[config.mk]
export PLATFORM = sky130hd
export DESIGN_NAME = pcm_seq_chan
export DESIGN_NICKNAME = d
export VERILOG_FILES = /design/src/rtl/pcm_seq_pkg.sv /design/src/rtl/pcm_seq_regs.sv /design/src/rtl/pcm_seq_rate.sv /design/src/rtl/pcm_seq_align.sv /design/src/rtl/pcm_seq_status.sv /design/src/rtl/pcm_seq_chan.sv
export SDC_FILE = /design/constraint.sdc
export NUM_CORES = 1
export LEC_CHECK = 0
export BUFFER_PORTS_ARGS = -buffer_cell sky130_fd_sc_hd__buf_2
export CORE_ASPECT_RATIO = 0.7
export CORE_MARGIN = 2
export CORE_UTILIZATION = 51
export DETAILED_ROUTE_END_ITERATION = 12
export HOLD_SLACK_MARGIN = 0.08
export PLACE_DENSITY = 0.8
export SLEW_MARGIN = 10
export SYNTH_ARGS = -nofsm -noshare
export SYNTH_HDL_FRONTEND = slang
export SYNTH_HIERARCHICAL = 1
export SYNTH_SLANG_ARGS = --single-unit
[constraint.sdc]
create_clock -name clk -period 2.8 [get_ports clk]
set_clock_uncertainty 0.15 [all_clocks]
set_input_delay 0.28 -clock clk [delete_from_list [all_inputs] [get_ports clk]]
set_output_delay 0.28 -clock clk [all_outputs]
set_load 0.005 [all_outputs]
[src/rtl/pcm_seq_pkg.sv]
package pcm_seq_pkg;

  localparam int REG_W   = 8;
  localparam int MAX_DIV = 8;
  localparam int CNT_W   = $clog2(MAX_DIV + 1);

  // control byte, MSB first
  typedef struct packed {
    logic       hold;
    logic       pan_r;
    logic       pan_l;
    logic [1:0] rate;
    logic       lin;
    logic       play;
    logic       start;
  } ctrl_t;

  // format byte, MSB first
  typedef struct packed {
    logic       spare_hi;
    logic [1:0] width;
    logic [2:0] level;
    logic       mask;
    logic       spare_lo;
  } fmt_t;

  localparam ctrl_t CTRL_RST = '{hold: 1'b1, default: '0};

  // period length in base ticks: 1, 2, 4, 6, 8
  function automatic logic [CNT_W-1:0] rate_div(input logic [2:0] idx);
    logic [CNT_W-1:0] r;
    if (idx == 3'd0) r = CNT_W'(1);
    else             r = CNT_W'({idx, 1'b0});
    return r;
  endfunction

  // nibbles per sample; top width code means one nibble
  function automatic logic [2:0] nib_count(input logic lin, input logic [1:0] w);
    logic [2:0] n;
    if (!lin) n = 3'd1;
    else begin
      case (w)
        2'd0:    n = 3'd2;
        2'd1:    n = 3'd3;
        2'd2:    n = 3'd4;
        default: n = 3'd1;
      endcase
    end
    return n;
  endfunction

endpackage

[src/rtl/pcm_seq_regs.sv]
module pcm_seq_regs
  import pcm_seq_pkg::*;
(
  input  logic             clk,
  input  logic             rst_n,
  input  logic             wr_en,
  input  logic             wr_sel,
  input  logic [REG_W-1:0] wr_data,
  output ctrl_t            ctrl_q,
  output fmt_t             fmt_q,
  output logic             rst_fall
);

  ctrl_t ctrl_new;
  logic  ctrl_wr;

  assign ctrl_new = ctrl_t'(wr_data);
  assign ctrl_wr  = wr_en && !wr_sel;
  assign rst_fall = ctrl_wr && ctrl_q.hold && !ctrl_new.hold;

  always_ff @(posedge clk or negedge rst_n) begin
    if (!rst_n) begin
      ctrl_q <= CTRL_RST;
      fmt_q  <= '0;
    end else if (wr_en) begin
      if (wr_sel) fmt_q  <= fmt_t'(wr_data);
      else        ctrl_q <= ctrl_new;
    end
  end

endmodule

[src/rtl/pcm_seq_rate.sv]
module pcm_seq_rate
  import pcm_seq_pkg::*;
(
  input  logic             clk,
  input  logic             rst_n,
  input  logic             tick,
  input  logic             run,
  input  logic             restart,
  input  logic [CNT_W-1:0] div,
  output logic             slot
);

  logic [CNT_W-1:0] cnt_q;
  logic             last;

  assign last = (cnt_q <= CNT_W'(1));
  assign slot = tick && run && last;

  always_ff @(posedge clk or negedge rst_n) begin
    if (!rst_n)            cnt_q <= CNT_W'(1);
    else if (restart)      cnt_q <= CNT_W'(1);
    else if (tick && run) begin
      if (last) cnt_q <= div;
      else      cnt_q <= cnt_q - CNT_W'(1);
    end
  end

endmodule

[src/rtl/pcm_seq_align.sv]
module pcm_seq_align #(
  parameter int DATA_W = 16,
  parameter int NIB_W  = 4,
  parameter int SMP_W  = 12
) (
  input  logic [DATA_W-1:0] data,
  input  logic [2:0]        nibs,
  output logic [SMP_W-1:0]  smp
);

  localparam int N_NIB = DATA_W / NIB_W;

  logic [SMP_W-1:0] cand [N_NIB];

  // left-justify g nibbles, keep the top SMP_W bits
  for (genvar g = 1; g <= N_NIB; g++) begin : g_width
    localparam int SH = DATA_W - g * NIB_W;
    logic [DATA_W-1:0] lj;
    assign lj          = data << SH;
    assign cand[g - 1] = lj[DATA_W-1 -: SMP_W];
  end

  always_comb begin
    smp = '0;
    for (int i = 0; i < N_NIB; i++) begin
      if (int'(nibs) == i + 1) smp = cand[i];
    end
  end

endmodule

[src/rtl/pcm_seq_status.sv]
module pcm_seq_status #(
  parameter int FREE_W = 8
) (
  input  logic              clk,
  input  logic              rst_n,
  input  logic              slot,
  input  logic              play,
  input  logic              restart,
  input  logic [2:0]        level,
  input  logic              mask,
  input  logic [FREE_W-1:0] free,
  input  logic              clr,
  output logic              flag,
  output logic              irq
);

  localparam int THR_W = FREE_W + 2;

  logic             pend_q;
  logic             pend_play_q;
  logic [THR_W-1:0] thr;
  logic [THR_W-1:0] free_x;
  logic             hit;

  assign thr    = THR_W'({({1'b0, level} + 4'd1), 4'b0000});
  assign free_x = THR_W'(free);
  assign hit    = pend_q && (pend_play_q ? (free_x > thr) : (free_x < thr));

  always_ff @(posedge clk or negedge rst_n) begin
    if (!rst_n) begin
      pend_q      <= 1'b0;
      pend_play_q <= 1'b0;
    end else begin
      pend_q      <= slot && !restart;
      pend_play_q <= play;
    end
  end

  always_ff @(posedge clk or negedge rst_n) begin
    if (!rst_n)   flag <= 1'b0;
    else if (hit) flag <= 1'b1;
    else if (clr) flag <= 1'b0;
  end

  assign irq = flag && !mask;

endmodule

[src/rtl/pcm_seq_chan.sv]
module pcm_seq_chan #(
  parameter int DATA_W = 16,
  parameter int NIB_W  = 4,
  parameter int SMP_W  = 12,
  parameter int FREE_W = 8
) (
  input  logic              clk,
  input  logic              rst_n,
  input  logic              base_tick,
  input  logic              wr_en,
  input  logic              wr_sel,
  input  logic [7:0]        wr_data,
  input  logic              stat_clr,
  input  logic              fifo_valid,
  output logic              fifo_ready,
  output logic [2:0]        fifo_nibs,
  input  logic [DATA_W-1:0] fifo_data,
  input  logic [FREE_W-1:0] fifo_free,
  output logic              fifo_flush,
  output logic              dec_req,
  output logic [NIB_W-1:0]  dec_code,
  input  logic              dec_vld,
  input  logic [SMP_W-1:0]  dec_sample,
  output logic              adpcm_clr,
  output logic [SMP_W-1:0]  smp_out,
  output logic              pan_l,
  output logic              pan_r,
  output logic              stat_flag,
  output logic              irq
);
  import pcm_seq_pkg::*;

  ctrl_t            ctrl_q;
  fmt_t             fmt_q;
  logic             rst_fall;
  logic             active;
  logic [2:0]       rate_idx;
  logic [CNT_W-1:0] cur_div;
  logic [2:0]       cur_nibs;
  logic             slot;
  logic             fetch;
  logic [DATA_W-1:0] data_eff;
  logic [SMP_W-1:0] pcm_smp;
  logic             dec_wait_q;

  pcm_seq_regs u_regs (
    .clk      (clk),
    .rst_n    (rst_n),
    .wr_en    (wr_en),
    .wr_sel   (wr_sel),
    .wr_data  (wr_data),
    .ctrl_q   (ctrl_q),
    .fmt_q    (fmt_q),
    .rst_fall (rst_fall)
  );

  assign active   = ctrl_q.start && !ctrl_q.hold;
  assign rate_idx = {1'b0, ctrl_q.rate} + {2'b00, !ctrl_q.lin};
  assign cur_div  = rate_div(rate_idx);
  assign cur_nibs = nib_count(ctrl_q.lin, fmt_q.width);

  pcm_seq_rate u_rate (
    .clk     (clk),
    .rst_n   (rst_n),
    .tick    (base_tick),
    .run     (active),
    .restart (rst_fall),
    .div     (cur_div),
    .slot    (slot)
  );

  // stream sink: one ready cycle per playback period
  assign fetch      = slot && ctrl_q.play;
  assign fifo_ready = fetch;
  assign fifo_nibs  = cur_nibs;
  assign data_eff   = fifo_valid ? fifo_data : '0;

  pcm_seq_align #(
    .DATA_W (DATA_W),
    .NIB_W  (NIB_W),
    .SMP_W  (SMP_W)
  ) u_align (
    .data (data_eff),
    .nibs (cur_nibs),
    .smp  (pcm_smp)
  );

  assign dec_req  = fetch && !ctrl_q.lin;
  assign dec_code = data_eff[NIB_W-1:0];

  always_ff @(posedge clk or negedge rst_n) begin
    if (!rst_n) begin
      smp_out    <= '0;
      dec_wait_q <= 1'b0;
      fifo_flush <= 1'b0;
      adpcm_clr  <= 1'b0;
    end else begin
      fifo_flush <= rst_fall;
      adpcm_clr  <= rst_fall;
      if (rst_fall) begin
        smp_out    <= '0;
        dec_wait_q <= 1'b0;
      end else if (fetch && ctrl_q.lin) begin
        smp_out <= pcm_smp;
      end else if (dec_req) begin
        dec_wait_q <= 1'b1;
      end else if (dec_vld && dec_wait_q) begin
        smp_out    <= dec_sample;
        dec_wait_q <= 1'b0;
      end
    end
  end

  assign pan_l = ctrl_q.pan_l && ctrl_q.play;
  assign pan_r = ctrl_q.pan_r && ctrl_q.play;

  pcm_seq_status #(
    .FREE_W (FREE_W)
  ) u_stat (
    .clk     (clk),
    .rst_n   (rst_n),
    .slot    (slot),
    .play    (ctrl_q.play),
    .restart (rst_fall),
    .level   (fmt_q.level),
    .mask    (fmt_q.mask),
    .free    (fifo_free),
    .clr     (stat_clr),
    .flag    (stat_flag),
    .irq     (irq)
  );

endmodule

# Yosys cells after proc, flatten, opt, wreduce, memory -nomap -nowiden
# Index checks and enable logic that the tools add are counted.
# Widths: inputs -> output; s select.
dict set report word_totals {
  romBits 0
  reg_bits 35
  n_memories 0
  elab_cells 85
  inputBits 52
  latch_bits 0
  ram_bits 0
}
dict set report classes {
  shifts 0
  div_mod_pow 0
  eq_ne 8
  n_reduce_logical 31
  magnitude_cmp 3
  n_mul 0
  bitwise_logic 1
  mux 22
  add_sub_neg 3
}
# operator n
set op_table {}
lappend op_table {{$mux 12} 8}
lappend op_table {{$mux 16} 1}
lappend op_table {{$mux 4} 4}
lappend op_table {{$logic_and 1x1->1} 15}
lappend op_table {{$eq 3x3->1 const B} 3}
lappend op_table {{$pmux 3 s3} 1}
lappend op_table {{$gt 8x8->1} 1}
lappend op_table {{$lt 8x8->1} 1}
lappend op_table {{$reduce_and 2->1} 4}
lappend op_table {{$mux 1} 7}
lappend op_table {{$logic_not 1->1} 6}
lappend op_table {{$reduce_bool 3->1} 2}
lappend op_table {{$add 3x1->4 const B} 1}
lappend op_table {{$le 4x1->1 const B} 1}
lappend op_table {{$reduce_bool 2->1} 2}
lappend op_table {{$sub 4x1->4 const B} 1}
lappend op_table {{$add 2x1->3} 1}
lappend op_table {{$eq 3x2->1 const B} 1}
lappend op_table {{$logic_not 3->1} 1}
lappend op_table {{$mux 3} 1}
lappend op_table {{$ne 3x1->1 const B} 1}
lappend op_table {{$eq 2x1->1 const B} 1}
lappend op_table {{$eq 2x2->1 const B} 1}
lappend op_table {{$logic_not 2->1} 1}
lappend op_table {{2 further kinds} 2}

# Logic depth before layout (Yosys ltp)
dict set report depth {
  ltp_word 10
  depth_mapped 8
}

# Hierarchy
# Netlist, hierarchy kept.
# mod n_inst cells_each area_per_inst_um2
set by_module_without_submodules {}
lappend by_module_without_submodules {pcm_seq_chan 1 86 925.9}
lappend by_module_without_submodules {pcm_seq_regs 1 36 651.9}
lappend by_module_without_submodules {pcm_seq_align 1 35 320.3}
lappend by_module_without_submodules {pcm_seq_rate 1 35 316.6}
lappend by_module_without_submodules {pcm_seq_status 1 25 247.7}

# Worst setup path before layout
# No wires, ideal clock.
dict set report synth_path {
  kind {register to register}
  startpoint {reg u_rate.cnt_q[0]}
  endpoint {reg smp_out[0]}
  stages_incl_launch_ff 8
  synth_period_minus_slack_ns 2.418
  t_arrival_ns 2.143
  setup_ns 0.125
  setup_slack_ns 0.382
  path_cell_list {dfstp_2 ha_1 nor2_1 nor4_1 nand2_1 a311o_1 buf_6 mux2_4}
}
dict set report synth_via {
  elab_chain_len 6
  elab_cells_between_ends 10
}
# item line
set synth_lines {}
lappend synth_lines {{start, declared} pcm_seq_rate.sv:13} ;# logic [CNT_W-1:0] cnt_q;
lappend synth_lines {{start signal, assigned} pcm_seq_rate.sv:23} ;# if (last) cnt_q <= div;
lappend synth_lines {{start signal, assigned} pcm_seq_rate.sv:24} ;# else cnt_q <= cnt_q - CNT_W'(1);
lappend synth_lines {{$le 4x1->1 (*)} pcm_seq_rate.sv:16} ;# assign last = (cnt_q <= CNT_W'(1));
lappend synth_lines {{$logic_and 1x1->1 (*)} pcm_seq_rate.sv:17} ;# assign slot = tick && run && last;
lappend synth_lines {{net slot} pcm_seq_chan.sv:40} ;# logic slot;
lappend synth_lines {{$logic_and 1x1->1 (*)} pcm_seq_chan.sv:73} ;# assign fetch = slot && ctrl_q.play;
lappend synth_lines {{$logic_and 1x1->1, on equally long branches} {pcm_seq_chan.sv:88, pcm_seq_chan.sv:103}}
lappend synth_lines {{$ne 3x1->1 (no source line) (tied with other cells)} n/a}
lappend synth_lines {{$reduce_and 2->1 (no source line) / $mux 12 (equally long branches)} n/a}
lappend synth_lines {{end signal, assigned} pcm_seq_chan.sv:104} ;# smp_out <= pcm_smp;
lappend synth_lines {{end signal, assigned} pcm_seq_chan.sv:108} ;# smp_out <= dec_sample;
lappend synth_lines {{end, declared} pcm_seq_chan.sv:25} ;# output logic [SMP_W-1:0] smp_out,
# Mark *: on every way through the listed nets, which the timed path passes. The rest lies on a longest branch.
# A chain may end at the register's enable or synchronous reset.

# Final worst setup path
dict set report layout_path {
  startpoint {reg u_rate.cnt_q[0]}
  endpoint {reg smp_out[10]}
}
# The elaborated chain is that of the path after synthesis.

==> results.json <==
{
  "status": "complete, but fails checks",
  "failed_checks": "design-rule violations",
  "rsz0062_at_grt": "false",
  "maxCapViolCount": 0,
  "dr_wl_met2_mm": 2.11,
  "slew_headroom_pct": 49.6,
  "crit_end": "smp_out[10]",
  "hpwlAfterDp_mm": 4.06,
  "final_cell_mix": "buf_2, dfrtp_1, and2_1, mux2_4",
  "grt_max_degree": 36,
  "clock_latency_ps": 280,
  "critPathBufInv": 0,
  "cts.sinks": 35,
  "cp_slowest_cell": "a311o_2",
  "dr.first_iter.drc_count": 117,
  "holdPathStages": 2,
  "htreeDepth": 2,
  "place_congestion": 0.841,
  "period_needed_ps": 2530,
  "clk_pin_slew_ps": 70,
  "drc": 2,
  "top_layer": "met4",
  "grt_util_all_layers_pct": 20.8,
  "fin_hold_ws_ps": 94.7,
  "critPathLaunch": "u_rate/cnt_q[0]",
  "hold_violations": 0,
  "antenna_cells": 0,
  "wl_met1_mm": 2.77,
  "cp-end-kind": "flop",
  "area_growth_pct": 22.4,
  "num-fill-cells": 337,
  "rrSetupSlack_ps": 270,
  "cts_tree": "built",
  "regArea_sq_um": 878,
  "vias_per_cell": 5.48,
  "fmax_mhz": 395,
  "reg2reg_from": "u_rate/cnt_q[0]",
  "floorplan.initialDensity_pct": 54.0,
  "layout.cells.non_filler": 346,
  "wirelength_mm": 5.23,
  "io_pins": 79,
  "fp-row-count": 20,
  "r2r_end": "smp_out[10]",
  "syn_avg_cell_area_sq_um": 11.2,
  "critPathTopFamily": "compound AO/OA/AOI/OAI gates",
  "wl_per_cell_um": 15.1,
  "cp_num_cells": 6,
  "p_leak_nw": 1.51,
  "grt_pass1_wl_mm": 8.31,
  "ant_nets": 0,
  "core_area_sq_mm": 0.00443,
  "final_nets": 351,
  "critPathKind": "reg2reg",
  "antenna_found_initial": 0,
  "numCtsBuffers": 5,
  "port_buffers": 78,
  "startpoint_type": "flop",
  "path_cells": "ha_1 > nor2_1 > nor4_2 > nand2_1 > a311o_2 > mux2_4",
  "multi_input_area_sq_mm": 0.00135,
  "ctsRootBufferMaster": "clkbuf_8",
  "crit_required_ps": 2820,
  "finalCritPeriodShare_pct": 90.4,
  "die_area_sq_mm": 0.00526,
  "ir_drop_v": 0.000426,
  "hp-class": "in2reg",
  "cts_max_path_buffers": 2,
  "netlist_area_sq_mm": 0.00239,
  "synth_warnings": 6,
  "die_x_um": 85.8,
  "layout_commonest_cell": "buf_2",
  "worst_pin_slew_ps": 756,
  "dr_wl_met3_um": 294,
  "die_height_um": 61.3,
  "crit_arrival_ps": 2550,
  "crit_fanout": 12,
  "power.density_mw_per_mm2": 691,
  "syn_nets": 274,
  "synthCells": 213,
  "slew_viol_final": 0,
  "setup_tns_ps": 0,
  "first_global_vias": 1704,
  "dr.pass1.iters": 8,
  "r2r.worst_path.cells": 6,
  "overflow": 0,
  "drive_gt1_share_pct": 45.4,
  "slowest_delay_ps": 590,
  "vias": 1895,
  "dp_cells": 336,
  "setup_violations": 0
}
==> cell type report <==
cell class              count  share of cell area (%)
well taps                  55                    2.35
clock buffers               6                    2.82
inverters                  12                    1.54
flip-flops and latches     35                    30.0
clock inverters             2                    1.20
repair buffers             87                    15.8
multi-input cells         149                    46.2
==> metrics by stage <==
step	power (W)	setup slack, ps	util [%]	area [sq um]
after global placement	0.00153	-9.89	62.8	2780
after CTS	0.00202	50.6	65.9	2920
after global routing	0.00216	149	66.0	2930
after floorplan	0.00129	382	-	2390
final	0.00202	269	66.0	2930
after detailed placement	0.00155	-90.1	62.8	2780
==> sequential cells by signal, indices dropped and copies added, names as in the netlist <==
signal              flops
u_regs/ctrl_q           8
adpcm_clr               1
u_stat/pend_play_q      1
dec_wait_q              1
smp_out                12
u_regs/fmt_q            6
u_stat/pend_q           1
u_rate/cnt_q            4
u_stat/flag             1
==> power breakdown <==
group          switching [W]  total [W]  internal (W)
sequential          0.000110   0.000774      0.000664
combinational       0.000342   0.000782      0.000440
clock               0.000177   0.000465      0.000288
total               0.000629    0.00202       0.00139
==> layer usage <==
layer  vias to the layer above  GRT usage [%]
met3                         4           5.36
met1                       893           33.2
met4                         0           5.44
met5                         -              0
met2                        56           27.6
li1                        942              -
==> how the worst min path moves through the flow <==
stage / start / end / slack, ps
finish: wr_data[1] / u_regs/ctrl_q[1] / 90
global route: wr_data[5] / u_regs/fmt_q[5] / 90
CTS: wr_data[1] / u_regs/ctrl_q[1] / 90
detailed placement: rst_n / u_rate/cnt_q[2] / 240
global placement: rst_n / u_rate/cnt_q[2] / 250
floorplan: rst_n / adpcm_clr / -170
==> worst reg2reg max path: stages (launching register included) <==
cell and delay, ps:
dfstp_2 580, ha_1 170, nor2_1 60, nor4_2 350
nand2_1 160, a311o_2 590, mux2_4 350
==> timing repair <==
item | CTS | global route
setup buffers | 0 | 0
endpoints found under the setup margin | 12 | 12
hold buffers | 2 | 0
pin swaps | 0 | 0
endpoints found under the hold margin | 34 | 0
gates resized for setup | 1 | 1
Power figures use the tool's default switching activity.
